--- src/rtl/msi_indicator_setter.sv ---
module msi_indicator_setter #(
  parameter int DW = 32,
  parameter int AW = 32,
  parameter int OW = 16,
  parameter int VW = 11,
  parameter int IW = 3
) (
  input  logic          clk,
  input  logic          rst_n,
  input  logic          msi_wr,
  input  logic [DW-1:0] msi_data,
  input  logic          fn_enabled,
  input  logic [AW-1:0] ind_base,
  input  logic [OW-1:0] ind_off,
  input  logic [AW-1:0] sum_base,
  input  logic [OW-1:0] sum_off,
  input  logic [IW-1:0] isc,
  output logic          busy,
  input  logic          notif_rd,
  output logic [DW-1:0] notif_rdata,
  output logic          mem_req,
  output logic          mem_we,
  output logic          mem_lock,
  output logic [AW-1:0] mem_addr,
  output logic [7:0]    mem_wdata,
  input  logic [7:0]    mem_rdata,
  input  logic          mem_ack,
  input  logic          mem_err,
  output logic          irq,
  output logic [IW-1:0] irq_isc,
  output logic          err_evt
);
  localparam int NW = ((OW > VW) ? OW : VW) + 1;

  typedef enum logic [2:0] {S_IDLE, S_IRD, S_IWR, S_SRD, S_SWR} st_t;
  st_t st;

  logic [AW-1:0] ind_addr, sum_addr;
  logic [7:0]    ind_mask, sum_mask, old_q;
  logic [IW-1:0] isc_q;
  logic [NW-1:0] ind_bit, sum_bit;
  logic          accept;
  logic          unused_hi;

  assign unused_hi = ^msi_data[DW-1:VW];
  assign ind_bit = NW'(ind_off) + NW'(msi_data[VW-1:0]);
  assign sum_bit = NW'(sum_off);
  assign accept  = msi_wr && fn_enabled && (st == S_IDLE);

  assign busy      = (st != S_IDLE);
  assign mem_req   = busy;
  assign mem_lock  = busy;
  assign mem_we    = (st == S_IWR) || (st == S_SWR);
  assign mem_addr  = ((st == S_IRD) || (st == S_IWR)) ? ind_addr : sum_addr;
  assign mem_wdata = old_q | ((st == S_IWR) ? ind_mask : sum_mask);

  always_ff @(posedge clk or negedge rst_n) begin
    if (!rst_n) begin
      st          <= S_IDLE;
      ind_addr    <= '0;
      sum_addr    <= '0;
      ind_mask    <= '0;
      sum_mask    <= '0;
      old_q       <= '0;
      isc_q       <= '0;
      irq         <= 1'b0;
      irq_isc     <= '0;
      err_evt     <= 1'b0;
      notif_rdata <= '0;
    end else begin
      irq         <= 1'b0;
      err_evt     <= 1'b0;
      notif_rdata <= notif_rd ? '1 : '0;
      case (st)
        S_IDLE: if (accept) begin
          ind_addr <= ind_base + AW'(ind_bit >> 3);
          ind_mask <= 8'h80 >> ind_bit[2:0];
          sum_addr <= sum_base + AW'(sum_bit >> 3);
          sum_mask <= 8'h80 >> sum_bit[2:0];
          isc_q    <= isc;
          st       <= S_IRD;
        end
        S_IRD: if (mem_ack) begin
          if (mem_err) begin
            err_evt <= 1'b1;
            st      <= S_SRD;
          end else begin
            old_q <= mem_rdata;
            st    <= S_IWR;
          end
        end
        S_IWR: if (mem_ack) begin
          if (mem_err) err_evt <= 1'b1;
          st <= S_SRD;
        end
        S_SRD: if (mem_ack) begin
          if (mem_err) begin
            err_evt <= 1'b1;
            st      <= S_IDLE;
          end else begin
            old_q <= mem_rdata;
            st    <= S_SWR;
          end
        end
        S_SWR: if (mem_ack) begin
          if (mem_err) err_evt <= 1'b1;
          else if (old_q == 8'h00) begin
            irq     <= 1'b1;
            irq_isc <= isc_q;
          end
          st <= S_IDLE;
        end
        default: st <= S_IDLE;
      endcase
    end
  end

  assert_write_after_read_R4: assert property (@(posedge clk) disable iff (!rst_n)
    (mem_req && mem_we) |-> $past(mem_req));
  assert_rmw_same_addr_R4: assert property (@(posedge clk) disable iff (!rst_n)
    (mem_req && mem_we && $past(mem_req && !mem_we)) |-> (mem_addr == $past(mem_addr)));
  assert_lock_held_R4: assert property (@(posedge clk) disable iff (!rst_n)
    mem_req |-> mem_lock);
  assert_irq_pulse_R5: assert property (@(posedge clk) disable iff (!rst_n)
    irq |=> !irq);
  assert_irq_after_sum_R5: assert property (@(posedge clk) disable iff (!rst_n)
    irq |-> ($past(mem_req && mem_we && mem_ack && !mem_err) && !busy));
  assert_disabled_ignored_R6: assert property (@(posedge clk) disable iff (!rst_n)
    (!fn_enabled && !busy) |=> !busy);
  assert_notif_ones_R8: assert property (@(posedge clk) disable iff (!rst_n)
    notif_rd |=> (&notif_rdata));
  assert_err_needs_ack_R9: assert property (@(posedge clk) disable iff (!rst_n)
    err_evt |-> $past(mem_ack && mem_err));
endmodule

--- config.mk ---
export PLATFORM = sky130hd
export DESIGN_NAME = msi_indicator_setter
export DESIGN_NICKNAME = d
export VERILOG_FILES = /design/src/rtl/msi_indicator_setter.sv
export SDC_FILE = /design/constraint.sdc
export NUM_CORES = 1
export LEC_CHECK = 0
export BUFFER_PORTS_ARGS = -buffer_cell sky130_fd_sc_hd__buf_2
export CAP_MARGIN = 40
export CORE_MARGIN = 5
export CORE_UTILIZATION = 47
export DETAILED_ROUTE_END_ITERATION = 7
export PLACE_DENSITY_LB_ADDON = 0.08
export SLEW_MARGIN = 20
export SYNTH_ARGS = -nofsm -noshare
export SYNTH_HDL_FRONTEND = slang
export SYNTH_SLANG_ARGS = --single-unit
--- constraint.sdc ---
create_clock -name clk -period 2.2 [get_ports clk]
set_input_delay 0.55 -clock clk [delete_from_list [all_inputs] [get_ports clk]]
set_output_delay 0.55 -clock clk [all_outputs]
set_load 0.01 [all_outputs]
[Yosys cells after proc, flatten, opt, wreduce, memory -nomap -nowiden]
Index checks and enable logic that the tools add are counted.
Operators by class
  multipliers: 0
  mux-type cells: 18
  magnitude comparators: 0
  eq/ne operators: 9
  bitwise logic cells: 2
  add/subtract/negate cells: 3
  div/mod/pow operators: 0
  reduce and logical (&&, ||, !) cells: 13
  shift-type cells: 2
Operator list (count)
  32-bit two-way mux: 2
  32-bit by 13-bit adder with 32-bit output: 1
  32-bit by 14-bit adder with 32-bit output: 1
  3-bit two-way mux: 6
  16-bit by 11-bit adder with 17-bit output: 1
  8-bit by 3-bit right shift with 8-bit output, first input constant: 2
  3-bit case mux with 5 select lines: 1
  2-bit != test, second input constant: 5
  8-bit logical NOT: 1
  1-bit two-way mux: 8
  8-bit two-way mux: 1
  8-bit OR: 1
  3-bit by 2-bit equality test with 1-bit output, second input constant: 2
  5-bit AND reduction: 1
  4-bit AND reduction: 1
  4-bit OR reduction: 1
  3-bit by 1-bit equality test with 1-bit output, second input constant: 1
  3-bit equality test, second input constant: 1
  3-bit logical NOT: 1
  3-bit AND reduction: 1
  3-bit nonzero test: 1
  1-bit logical AND: 2
  1-bit logical OR: 2
  2-bit AND reduction: 1
  other kinds (2): 2
Word-level totals
  bits in latches: 0
  input bits: 146
  memories kept: 0
  word-level logic and storage cells: 58
  memory bits (read-only): 0
  register bits: 131
  output and inout bits: 81
  memory bits (writable): 0

[Longest topological paths before layout]
  word-level depth: 5
  mapped depth: 18
  depth with buffers taken out: 18

[Least setup slack after synthesis]
Ideal clock, no wire load.
  path kind: input to register
  from: input port msi_data[0]
  to: register ind_addr[17]
  setup time: 125 ps
  arrival: 3847 ps
  stages on the path: 18
  setup slack: -1772 ps
  path buffers: 0
  required time: 2075 ps
  cell sequence: ha_1 inv_1 fa_1 nor2b_1 o21ai_0 a21boi_0 o21ai_0 a31oi_1 nor2b_1 nor2_1 ha_1 and3_1 nand2_1 o31a_1 o21ai_4 nand2_1 xnor2_1 mux2_2
Between the ends
  longest elaborated chain between the ends: 2
Ends and longest elaborated chain
  start: declaration: line 11  | input logic [DW-1:0] msi_data,
  16-bit by 11-bit adder with 17-bit output: line 46  | assign ind_bit = NW'(ind_off) + NW'(msi_data[VW-1:0]);
  32-bit by 14-bit adder with 32-bit output: line 76  | ind_addr <= ind_base + AW'(ind_bit >> 3);
  end signal: assignment: line 76
  end: declaration: line 38  | logic [AW-1:0] ind_addr, sum_addr;
No other way between the ends.
A chain may end at the register's enable or synchronous reset.

[Worst setup path in the final report]
  from: input port ind_off[0]
  to: register ind_addr[17]
Between the ends
  longest elaborated chain between the ends: 2
Ends and longest elaborated chain
  start: declaration: line 14  | input logic [OW-1:0] ind_off,
  16-bit by 11-bit adder with 17-bit output: line 46
  32-bit by 14-bit adder with 32-bit output: line 76
No other way between the ends.

==> results.md <==
Synth:
- The count of state elements after synthesis is 100.
- The number of distinct library cells after synthesis is 59.
- The number of nets handed over by synthesis was 958.
- The count of flip-flops with a built-in enable after synthesis is 0.
- The share of flip-flops with an asynchronous set or reset after synthesis is 100%.
- Summing every instance area after synthesis gives 6950 sq um.
- The post-synthesis instance total is 771.
- The count of warnings emitted by yosys is 0.
- The average instance in the mapped netlist occupies 9.01 sq um.
- For this run, the register share of the synthesized area comes to 36.0%.
- The primary flip-flop cell chosen by synthesis mapping is sky130_fd_sc_hd__dfrtp_1.

Die:
- The placeable core area is 14,500 sq um.
- The die boundary width is 132 um.
- The initial core utilization is 47.8%.
- 227 I/O pins were placed.
- Measured along the y axis, the die boundary spans 132 um.
- Row generation in the floorplan step produced 44 rows.
- The area enclosed by the die boundary is 17,300 sq um.

Route:
- The mean routed wirelength per cell is 16.6 um.
- The remaining design rule violation count is 0.
- The first TritonRoute pass finished after 4 iterations.
- The detailed router placed 6,664 vias in this run.
- After detailed routing, the number of vias per cell comes to 5.37.
- The number of antenna-violating nets in the routed design is 0.
- The number of design-rule violations left by the first detailed-router iteration is 260.
- The detailed-route wire length is 20.7 mm.

Critical path:
- The start-to-end type of the worst setup path is in2reg.
- The arrival time at the worst endpoint is 3.73 ns.
- Of all nets on the critical path, the largest fanout is 3.
- Among the stages of the critical path, the cell type that occurs most often is sky130_fd_sc_hd__xnor2_1.
- The worst register-to-register path has a depth of 8.
- The critical path required time is 2.44 ns.
- STA classifies the critical path startpoint as an input port.
- The critical path goes through buf_6 > ha_4 > inv_2 > fa_2 > nor2b_2 > o21ai_2 > a21boi_2 > buf_4 > o22ai_4 > o21bai_1 > a21oi_1 > xnor2_1 > ha_1 > o21a_1 > nor2_2 > o31a_1 > o21ai_4 > nand2_1 > xnor2_1 > mux2_4.
- The category of the worst setup path capture point is a flip-flop.
- The largest single stage delay on the critical path is 0.38 ns.
- Among all stages on the critical path, the largest delay is contributed by sky130_fd_sc_hd__o31a_1.

STA:
- The final critical path time including I/O delays and setup is 3.49 ns.
- At the pin with the least slew margin, the transition time is 0.582 ns.
- Setup violations remaining at the end of the flow were counted as 71.
- In the post-route analysis, the smallest setup slack over all paths is -1.29 ns.
- In this run the tightest slew margin relative to its limit is 61.2%.
- Of the available clock period, the critical path in the final layout requires 158%.
- The final hold violation count is 0.
- Setup repair after global routing could not meet its margin everywhere.
- The final-report max-slew violation count is 0.
- The final setup skew is 0.00440 ns.
- Based on the critical path, the design can be clocked at up to 287 MHz.

Pwr:
- The worst supply voltage drop on vdd is 1.00 mV.
- Dividing total power by cell area gives a power density of 1170 nW/um^2.
- For this design the static power due to leakage is 4.98 nW.

Clocking:
- The number of buffers between clock root and the deepest sink is 2.
- The clock-pin slew reported for the worst setup and hold paths after clock tree synthesis is 0.07 ns.
- TritonCTS built the clock tree.
- The count of clock tree sinks is 100.
- In this run, post-CTS hold repair placed 0 buffers.
- The clock latency at the later pin of the worst-skew pair is 0.35 ns.
- The H-tree generated during clock tree synthesis spans 3 levels.
- The tree is rooted in a sky130_fd_sc_hd__clkbuf_16.
- Counting the buffers created by CTS gives 9.

Cells and area:
- The number of filler cells placed in the layout is 1,130.
- The repair_antennas step left the layout with diodes totalling 0.
- In the layout the commonest cells are 168 x sky130_fd_sc_hd__buf_2, 120 x sky130_fd_sc_hd__nand2_1, 101 x sky130_fd_sc_hd__buf_4.
- Once layout is done, the placed cells without fillers occupy 10,200 sq um.
- Registers take 2500 sq um.
- The post-route netlist has 46.0% of its cells at a drive strength greater than 1.
- The most common library cell in the layout ignoring fill and taps is sky130_fd_sc_hd__buf_2.
- The synthesis-to-layout area growth is 46.1%.
- The final layout contains 1,240 nets.
- In the final layout, the multi-input gates occupy 4640 sq um.
- Cells fill 69.9% of the core in the end.

GRT:
- The met3 global-route usage is 4.93%.
- The overall global routing resource usage is 23.2%.
- The met2 capacity usage during global routing is 41.1%.
- Global routing used 28.9% of the available met1 tracks.
- The first-pass GRT wire length is 33.6 mm.
- The initial antenna violation count is 0.
- Entering global routing, the biggest net connects 78 pins.
- The total congestion overflow is 0.
- The via count of the first global-routing pass is 6,975.
- met2 is the most crowded layer.

Place:
- The number of port buffers is 205.
- At the end of routability-driven placement, the weighted congestion stood at 0.903.
- The sum of net half-perimeters after detailed placement is 15.1 mm.
- The placed instances occupy a cell area of 8740 sq um.

Hold path:
- The path category of the worst min-delay check is in2async.

Run status:
- The run finished, with violations left.
- The checks that failed: setup timing.

Flow run:
- The max-capacitance violation count is 0.
[power by group]
part | leakage (nW) | internal, mW | total (mW) | switching, mW
Clock | 0.145 | 0.864 | 1.57 | 0.702
Combinational | 3.57 | 4.05 | 7.16 | 3.11
Sequential | 1.26 | 2.64 | 3.18 | 0.546
Total | 4.98 | 7.55 | 11.9 | 4.36
[worst paths after layout]
path                                   end   startpoint  slack (ns)
setup / recovery              ind_addr[17]   ind_off[0]       -1.29
hold / removal                ind_addr[26]        rst_n        0.15
setup reg to reg                irq_isc[2]        st[0]        0.27
hold reg to reg                sum_mask[6]  sum_mask[6]        0.47
max in group asynchronous      sum_addr[8]        rst_n        1.47
min in group clk           notif_rdata[30]     notif_rd        0.31
[critical path, delay by kind of cell]
kind	cells	cell delay, ns
compound gates	8	1.31
fa+ha+maj	3	0.80
simple gates	3	0.29
buf+inv	3	0.27
xor+xnor	2	0.27
mux	1	0.26
[sequential cells by signal, summed over array words and instances (netlist names)]
signal	flops
irq	1
ind_mask	8
ind_addr	32
old_q	8
isc_q	3
notif_rdata	1
sum_mask	8
err_evt	1
irq_isc	3
sum_addr	32
st	3
[through the flow]
step	cells	setup TNS (ns)	setup WS (ns)	power, mW	hold slack, ns
final	1242	-36.96	-1.29	11.9	0.146
after global routing	1242	-43.85	-1.38	12.7	0.178
after CTS	1234	-36.93	-1.20	11.9	0.160
after detailed placement	1196	-48.76	-1.71	8.05	0.461
after global placement	1196	-44.72	-1.58	7.94	0.449
after floorplan	771	-32.44	-1.45	6.11	0.254
[kinds of logic after synthesis]
group,after synthesis,share of synthesized area [%]
xor gates and xnor gates,70,8.82
adders and majority gates,41,7.70
buffers and inverters,83,6.41
and+or+nand+nor,242,16.6
muxes,46,7.43
AOI/OAI and AO/OA,189,17.0
DFF,100,36.0
[synthesized netlist by cell type, drive strengths merged, types with 6 or more instances]
master | n | area [sq um]
a211o | 9 | 78.8
a21o | 10 | 75.1
a21oi | 33 | 165
a31oi | 6 | 37.5
and3 | 12 | 75.1
buf | 42 | 292
clkbuf | 19 | 71.3
dfrtp | 100 | 2500
ha | 38 | 475
inv | 22 | 82.6
mux2 | 45 | 507
nand2 | 125 | 469
nand3 | 19 | 95.1
nand4 | 10 | 62.6
nor2 | 28 | 105
nor2b | 16 | 100
nor3 | 9 | 45.0
o211ai | 7 | 52.6
o21ai | 83 | 430
o31ai | 9 | 67.6
xnor2 | 28 | 245
xor2 | 42 | 368
[routing by layer]
| metal | vias up | share of wire, % |
|---|---|---|
| li1 | 3242 | - |
| met1 | 3186 | 42 |
| met2 | 205 | 51 |
| met3 | 31 | 5.4 |
| met4 | 0 | 1.8 |
| met5 | - | 0 |
[repair_timing]
| action | CTS | global route |
|---|---|---|
| gates cloned | 5 | 0 |
| gates resized for setup | 127 | 61 |
| pin swaps | 51 | 66 |
| endpoints found under the setup margin | 73 | 91 |
| setup buffers | 19 | 15 |
| hold endpoints to repair | 0 | 0 |
[final cells by class]
cell class                      instances  area share, %
Multi-Input combinational cell        588           45.7
Clock buffer                           12           2.62
Tap cell                              184           2.27
Inverter                               22          0.813
Clock inverter                          4          0.296
Sequential cell                       100           24.6
Timing Repair Buffer                  332           23.7
Note: power is estimated with default switching activity, not from simulation.
